<file path="config.mk">
export PLATFORM = sky130hd
export DESIGN_NAME = irqc_top
export DESIGN_NICKNAME = d
export VERILOG_FILES = /design/src/rtl/irqc_pkg.sv /design/src/rtl/irqc_gate.sv /design/src/rtl/irqc_seq.sv /design/src/rtl/irqc_ctx.sv /design/src/rtl/irqc_top.sv
export SDC_FILE = /design/constraint.sdc
export NUM_CORES = 1
export LEC_CHECK = 0
export CAP_MARGIN = 10
export CELL_PAD_IN_SITES_DETAIL_PLACEMENT = 1
export CELL_PAD_IN_SITES_GLOBAL_PLACEMENT = 1
export CORE_ASPECT_RATIO = 1.25
export CORE_MARGIN = 10
export CORE_UTILIZATION = 24
export CTS_CLUSTER_SIZE = 24
export DETAILED_ROUTE_END_ITERATION = 8
export PLACE_DENSITY_LB_ADDON = 0.1
export REMOVE_ABC_BUFFERS = 1
export SETUP_SLACK_MARGIN = 0.2
export SLEW_MARGIN = 20
export SYNTH_ARGS = -nofsm -noshare
export SYNTH_HDL_FRONTEND = slang
export SYNTH_SLANG_ARGS = --single-unit
</file>
<file path="constraint.sdc">
create_clock -name clk -period 4.26 [get_ports clk]
set_clock_uncertainty 0.05 [all_clocks]
set_input_delay 0.852 -clock clk [delete_from_list [all_inputs] [get_ports clk]]
set_output_delay 0.852 -clock clk [all_outputs]
set_load 0.01 [all_outputs]
</file>
<file path="src/rtl/irqc_pkg.sv">
package irqc_pkg;

    typedef enum logic [2:0] {
        ST_IDLE  = 3'd0,
        ST_ACK   = 3'd1,
        ST_LATCH = 3'd2,
        ST_SAVE  = 3'd3,
        ST_LOAD  = 3'd4
    } irqc_state_e;

    typedef enum logic {
        MODE_USER  = 1'b0,
        MODE_SUPER = 1'b1
    } irqc_mode_e;

    // Decision taken in an idle cycle
    typedef struct packed {
        logic take;   // divert into the entry sequence
        logic ret;    // perform a return
        logic pass;   // release the sequencer to fetch now
    } irqc_dec_t;

    function automatic irqc_dec_t irqc_decide(
        input logic idle,
        input logic boundary,
        input logic irq,
        input logic ie,
        input logic rti
    );
        irqc_dec_t d;
        d.take = 1'b0;
        d.ret  = 1'b0;
        d.pass = 1'b0;
        if (idle) begin
            if (rti) begin
                d.ret  = 1'b1;
                d.pass = 1'b1;
            end else if (boundary) begin
                d.take = irq & ie;
                d.pass = ~(irq & ie);
            end
        end
        return d;
    endfunction

endpackage

</file>
<file path="src/rtl/irqc_gate.sv">
module irqc_gate
    import irqc_pkg::*;
(
    input  logic      idle_i,
    input  logic      boundary_i,
    input  logic      irq_i,
    input  logic      ie_i,
    input  logic      rti_i,
    output irqc_dec_t dec_o
);

    always_comb begin
        dec_o = irqc_decide(idle_i, boundary_i, irq_i, ie_i, rti_i);
    end

endmodule

</file>
<file path="src/rtl/irqc_seq.sv">
module irqc_seq
    import irqc_pkg::*;
#(
    parameter int AW       = 16,
    parameter int VEC_BITS = 4
) (
    input  logic                clk,
    input  logic                rst,
    input  irqc_dec_t           dec_i,
    input  logic [VEC_BITS-1:0] vec_i,
    output irqc_state_e         state_o,
    output logic                inta_o,
    output logic                mem_rd_en_o,
    output logic [AW-1:0]       mem_addr_o,
    output logic                save_o,
    output logic                load_o
);

    localparam int PAD = AW - VEC_BITS;

    irqc_state_e         state_q;
    logic [VEC_BITS-1:0] vec_q;

    always_ff @(posedge clk) begin
        if (rst) begin
            state_q <= ST_IDLE;
            vec_q   <= '0;
        end else begin
            unique case (state_q)
                ST_IDLE:  if (dec_i.take) state_q <= ST_ACK;
                ST_ACK:   state_q <= ST_LATCH;
                ST_LATCH: begin
                    vec_q   <= vec_i;
                    state_q <= ST_SAVE;
                end
                ST_SAVE:  state_q <= ST_LOAD;
                ST_LOAD:  state_q <= ST_IDLE;
                default:  state_q <= ST_IDLE;
            endcase
        end
    end

    always_comb begin
        state_o     = state_q;
        inta_o      = (state_q == ST_ACK) || (state_q == ST_LATCH);
        mem_rd_en_o = (state_q == ST_SAVE);
        save_o      = (state_q == ST_SAVE);
        load_o      = (state_q == ST_LOAD);
        mem_addr_o  = {{PAD{1'b0}}, vec_q};
    end


    inta_hold_chk: assert property (@(posedge clk) disable iff (rst)
        $rose(inta_o) |=> inta_o);


    inta_len_chk: assert property (@(posedge clk) disable iff (rst)
        $fell(inta_o) |-> ($past(inta_o, 2) && !$past(inta_o, 3)));


    rd_after_ack_chk: assert property (@(posedge clk) disable iff (rst)
        mem_rd_en_o |-> $fell(inta_o));


    rd_then_load_chk: assert property (@(posedge clk) disable iff (rst)
        mem_rd_en_o |=> (load_o && !mem_rd_en_o));

endmodule

</file>
<file path="src/rtl/irqc_ctx.sv">
module irqc_ctx
    import irqc_pkg::*;
#(
    parameter int AW = 16
) (
    input  logic          clk,
    input  logic          rst,
    input  logic [AW-1:0] pc_i,
    input  logic          save_i,
    input  logic          ret_i,
    output logic [AW-1:0] k0_o,
    output irqc_mode_e    mode_o,
    output logic          ie_o
);

    logic [AW-1:0] k0_q;
    irqc_mode_e    mode_q;
    irqc_mode_e    saved_mode_q;
    logic          ie_q;

    always_ff @(posedge clk) begin
        if (rst) begin
            k0_q         <= '0;
            mode_q       <= MODE_USER;
            saved_mode_q <= MODE_USER;
            ie_q         <= 1'b1;
        end else if (save_i) begin
            k0_q         <= pc_i;
            saved_mode_q <= mode_q;
            mode_q       <= MODE_SUPER;
            ie_q         <= 1'b0;
        end else if (ret_i) begin
            mode_q <= saved_mode_q;
            ie_q   <= 1'b1;
        end
    end

    always_comb begin
        k0_o   = k0_q;
        mode_o = mode_q;
        ie_o   = ie_q;
    end


    entry_mode_chk: assert property (@(posedge clk) disable iff (rst)
        save_i |=> (mode_o == MODE_SUPER && !ie_o));


    k0_capture_chk: assert property (@(posedge clk) disable iff (rst)
        save_i |=> (k0_o == $past(pc_i)));


    ret_enable_chk: assert property (@(posedge clk) disable iff (rst)
        ret_i |=> ie_o);

endmodule

</file>
<file path="src/rtl/irqc_top.sv">
module irqc_top
    import irqc_pkg::*;
#(
    parameter int AW       = 16,
    parameter int VEC_BITS = 4
) (
    input  logic                clk,
    input  logic                rst,
    input  logic                boundary_i,
    input  logic                irq_i,
    input  logic                rti_i,
    input  logic [VEC_BITS-1:0] dbus_vec_i,
    input  logic [AW-1:0]       pc_i,
    input  logic [AW-1:0]       mem_rdata_i,
    output logic                inta_o,
    output logic                mem_rd_en_o,
    output logic [AW-1:0]       mem_addr_o,
    output logic                pc_load_o,
    output logic [AW-1:0]       pc_next_o,
    output logic                fetch_go_o,
    output logic                busy_o,
    output logic [AW-1:0]       k0_o,
    output logic                super_mode_o,
    output logic                int_en_o
);

    irqc_dec_t   dec;
    irqc_state_e state;
    irqc_mode_e  mode;
    logic        save_p;
    logic        load_p;
    logic        ie;
    logic [AW-1:0] k0;

    irqc_gate u_gate (
        .idle_i     (state == ST_IDLE),
        .boundary_i (boundary_i),
        .irq_i      (irq_i),
        .ie_i       (ie),
        .rti_i      (rti_i),
        .dec_o      (dec)
    );

    irqc_seq #(.AW(AW), .VEC_BITS(VEC_BITS)) u_seq (
        .clk         (clk),
        .rst         (rst),
        .dec_i       (dec),
        .vec_i       (dbus_vec_i),
        .state_o     (state),
        .inta_o      (inta_o),
        .mem_rd_en_o (mem_rd_en_o),
        .mem_addr_o  (mem_addr_o),
        .save_o      (save_p),
        .load_o      (load_p)
    );

    irqc_ctx #(.AW(AW)) u_ctx (
        .clk    (clk),
        .rst    (rst),
        .pc_i   (pc_i),
        .save_i (save_p),
        .ret_i  (dec.ret),
        .k0_o   (k0),
        .mode_o (mode),
        .ie_o   (ie)
    );

    always_comb begin
        pc_load_o    = dec.ret | load_p;
        pc_next_o    = dec.ret ? k0 : mem_rdata_i;
        fetch_go_o   = dec.pass | load_p;
        busy_o       = (state != ST_IDLE);
        k0_o         = k0;
        super_mode_o = (mode == MODE_SUPER);
        int_en_o     = ie;
    end


    load_go_chk: assert property (@(posedge clk) disable iff (rst)
        pc_load_o |-> fetch_go_o);


    no_go_ack_chk: assert property (@(posedge clk) disable iff (rst)
        !(fetch_go_o && inta_o));


    masked_pass_chk: assert property (@(posedge clk) disable iff (rst)
        (boundary_i && !busy_o && !int_en_o) |-> fetch_go_o);


    busy_no_ret_chk: assert property (@(posedge clk) disable iff (rst)
        (busy_o && pc_load_o) |-> (pc_next_o == mem_rdata_i));

endmodule

</file>
==> results summary <==
The initial antenna violation count is 0. For this run, the share of the core covered by cells in the final layout is 0.424. Once the clock tree was built, the setup fixing pass inserted 0 buffers.

The tightest slew margin relative to the limit is 0.334. The total via count in the routed design is 1264. The number of maximum-capacitance constraint violations is 0.

For this configuration, the core starts out at a cell density of 0.248. The synthesized design spends more area on one cell type than any other, namely sky130_fd_sc_hd__dfxtp_1. The share of the synthesized area in compound gates (AO/OA/AOI/OAI) is 0.0918. The length of routed met2 wiring came out at 2560 µm. Dividing the detail-routed wire length by the instance count gives 17.1 µm. The quantity of I/O buffers inserted on ports is 83.

The count of final max-slew check failures was 0. After synthesis, the largest family of logic cells by area is multiplexers. The post-synthesis area per instance is 8.80 µm².

Ranked by instance count, the synthesized netlist is headed by sky130_fd_sc_hd__nand2_1 (36), sky130_fd_sc_hd__dfxtp_1 (26), sky130_fd_sc_hd__a21oi_1 (18), sky130_fd_sc_hd__mux2_2 (16), sky130_fd_sc_hd__buf_4 (12). Of all nets on the critical path, the largest fanout is 7. Of the total synthesized cell area, the portion taken by full adders, half adders and majority gates is 0. The via density per instance is 4.42. Summed over all cells, the static leakage comes to 0.795 nW. The actual slew at the worst max-slew pin is 996 ps. The number of hold buffers added after CTS was 0. Sorting the synthesized cells by area gives the leading types as sky130_fd_sc_hd__dfxtp_1 (41%), sky130_fd_sc_hd__mux2_2 (14%), sky130_fd_sc_hd__nand2_1 (11%), sky130_fd_sc_hd__a21oi_1 (7.1%), sky130_fd_sc_hd__buf_4 (7.1%). For this run, the register share of the synthesized area comes to 0.411. The number of setup violations in the final report came out at 0. The CTS tree is built. The total global routing track utilization is 0.107. The synthesis-stage register bit count is 26. In the final layout, the share of cells above drive strength 1 is 0.125. The worst setup path is launched from a primary input. The wire length of the first global-routing pass came out at 7600 µm. The arrival time at the worst endpoint came out at 2940 ps. The met1 wire length came out at 1740 µm.

By instance count, the leading cell after synthesis is sky130_fd_sc_hd__nand2_1. Gates resized during post-CTS repair numbered 0. The worst path required time is 3360 ps. The post-detailed-placement half-perimeter wirelength came out at 3950 µm. For this run, the top clock speed supported by timing is 0.260 GHz. Signal routing reaches up to met4. Dividing the final minimum period by the clock period gives 0.902. The final critical-path setup slack came out at 418 ps.

The areal power density over the cells is 279 nW/µm². The xor and xnor area share after synthesis came out at 0.00691. The cell row count is 29.

The final routed wirelength across all metal layers is 4880 µm. The count of nets after finishing came out at 266. The repair_antennas step left the layout with diodes totalling 0. At the placement stage, the worst setup path has a slack of 393 ps. The gate count after technology mapping is 144. The boundary pin count came out at 96. The cell area after synthesis came out at 1270 µm². The die outline width is 85 µm.

The total clock buffers created by CTS came out at 3. The clock insertion delay at the later pin of the skew report is 270 ps. Of the total synthesized cell area, the portion taken by AND, OR, NAND and NOR gates is 0.181. After clock tree synthesis, the clock-pin slew on the worst setup and hold paths is 90 ps.

The path class of the lowest-slack min-delay path is flop to flop. Setup repair after global routing left no endpoint under its margin. Summed over all layers, the global routing overflow is 0. The largest buffer count on any clock path came out at 2. The proportion of register bits with asynchronous set or reset after synthesis is 0.

The predominant post-synthesis flop cell is sky130_fd_sc_hd__dfxtp_1. The number of different library cells in the post-synthesis netlist came out at 24. The clock period could shrink to 3840 ps. The placeable core area is 5120 µm². The run finished with clean final reports.

The total number of H-tree levels came out at 1. For this design, the sink count on the clock tree is 26. The final routed DRC violation total is 0. Before antenna repair, the detailed router went through 4 iterations. The remaining antenna violation count is 0. The via count of the first global-routing pass is 1464. The share of Yosys cell area claimed by the top area cell type came out at 0.411.

The iteration-0 DRC count of the detailed router came out at 41. In this run, synthesis inferred 0 flip-flops with an integrated enable. The final-layout setup total negative slack is 0 ps. The number of warnings reported in the yosys synthesis log is 0. The critical path is of the primary input to output port type. The area overhead of the layout relative to synthesis is 71.0%. The number of hold-slack violations in the final timing report is 0. The root buffer cell chosen for the clock tree is sky130_fd_sc_hd__clkbuf_8. The vertical die dimension came out at 101 µm. The multiplexer fraction of the synthesized cell area is 0.182.

STA classifies the critical path endpoint as an output port. The total length of routed met3 wires is 563 µm. The worst-case IR drop observed on VDD is 0.105 mV. The floorplan die area came out at 8610 µm². The final weighted congestion of routability-driven global placement came out at 0.744. The maximum number of pins on one net before global-route repair is 27.
==> worst max-delay path: stages <==
cell and delay (ps):
sky130_fd_sc_hd__clkdlybuf4s50_1 510, sky130_fd_sc_hd__nor4b_4 450, sky130_fd_sc_hd__buf_4 260, sky130_fd_sc_hd__mux2_2 350
sky130_fd_sc_hd__clkdlybuf4s50_1 510
==> state kept, by name (all words and copies together) (netlist names) <==
| name | cells |
|---|---|
| u_seq.state_o | 3 |
| u_ctx.ie_o | 1 |
| u_ctx.saved_mode_q | 1 |
| u_seq.vec_q | 4 |
| u_ctx.k0_o | 16 |
| u_ctx.mode_o | 1 |
==> power breakdown <==
group / switching, mW / leakage [nW] / internal [mW] / total, mW
Sequential: 0.00532 / 0.210 / 0.247 / 0.253
Clock: 0.0797 / 0.0357 / 0.126 / 0.205
Combinational: 0.0550 / 0.550 / 0.0926 / 0.148
Total: 0.140 / 0.795 / 0.465 / 0.605
==> cell type report <==
cell class / count / area, µm²
fill: 617 / 2950
timing repair buffer: 87 / 861
multi-input combinational: 105 / 629
sequential: 26 / 520
tap: 62 / 77.6
clock buffer: 3 / 41.3
clock inverter: 1 / 30.0
inverter: 2 / 7.51
==> placed cells by master (no fill, tap or decap), types with 2 or more instances in the layout <==
master | synthesis | routed
sky130_fd_sc_hd__conb_1 | 1 | 12
sky130_fd_sc_hd__clkdlybuf4s50_1 | 0 | 83
sky130_fd_sc_hd__mux2i_1 | 5 | 5
sky130_fd_sc_hd__nor2_1 | 7 | 7
sky130_fd_sc_hd__nor3_1 | 2 | 2
sky130_fd_sc_hd__buf_4 | 12 | 4
sky130_fd_sc_hd__mux2_2 | 16 | 16
sky130_fd_sc_hd__dfxtp_1 | 26 | 26
sky130_fd_sc_hd__clkbuf_8 | 0 | 3
sky130_fd_sc_hd__a21oi_1 | 18 | 18
sky130_fd_sc_hd__nand2_1 | 36 | 36
==> layer usage <==
layer,vias up,track usage
met2,54,0.200
met3,2,0.0602
met4,0,0.0152
met5,-,0
li1,611,-
met1,597,0.101
==> path summary, 6_finish.rpt <==
kind / to / start / depth (start not counted) / slack, ps
max reg2reg: u_ctx.mode_o / u_seq.state_o[0] / 4 / 2590
min: u_ctx.saved_mode_q / u_ctx.saved_mode_q / 2 / 430
max: pc_next_o[14] / rti_i / 5 / 420
min reg2reg: u_ctx.saved_mode_q / u_ctx.saved_mode_q / 2 / 430
==> cells by family after synthesis <==
| kind of cell | count (synthesis) |
|---|---|
| and+or+nand+nor | 50 |
| DFF | 26 |
| buffers and inverters | 24 |
| AOI/OAI and AO/OA | 21 |
| muxes | 21 |
| xor gates and xnor gates | 1 |
| other | 1 |
==> metrics by stage <==
stage / power (mW) / instance area (µm²) / hold WS, ps / std cells
finish: 0.605 / 2170 / 428 / 286
CTS: 0.620 / 2170 / 433 / 286
floorplan: 0.311 / 1160 / 380 / 133
detailed placement: 0.408 / 2100 / 418 / 282
global route: 0.638 / 2170 / 458 / 286
global placement: 0.404 / 2100 / 398 / 282
No activity file was read; power rests on OpenSTA's default activity.
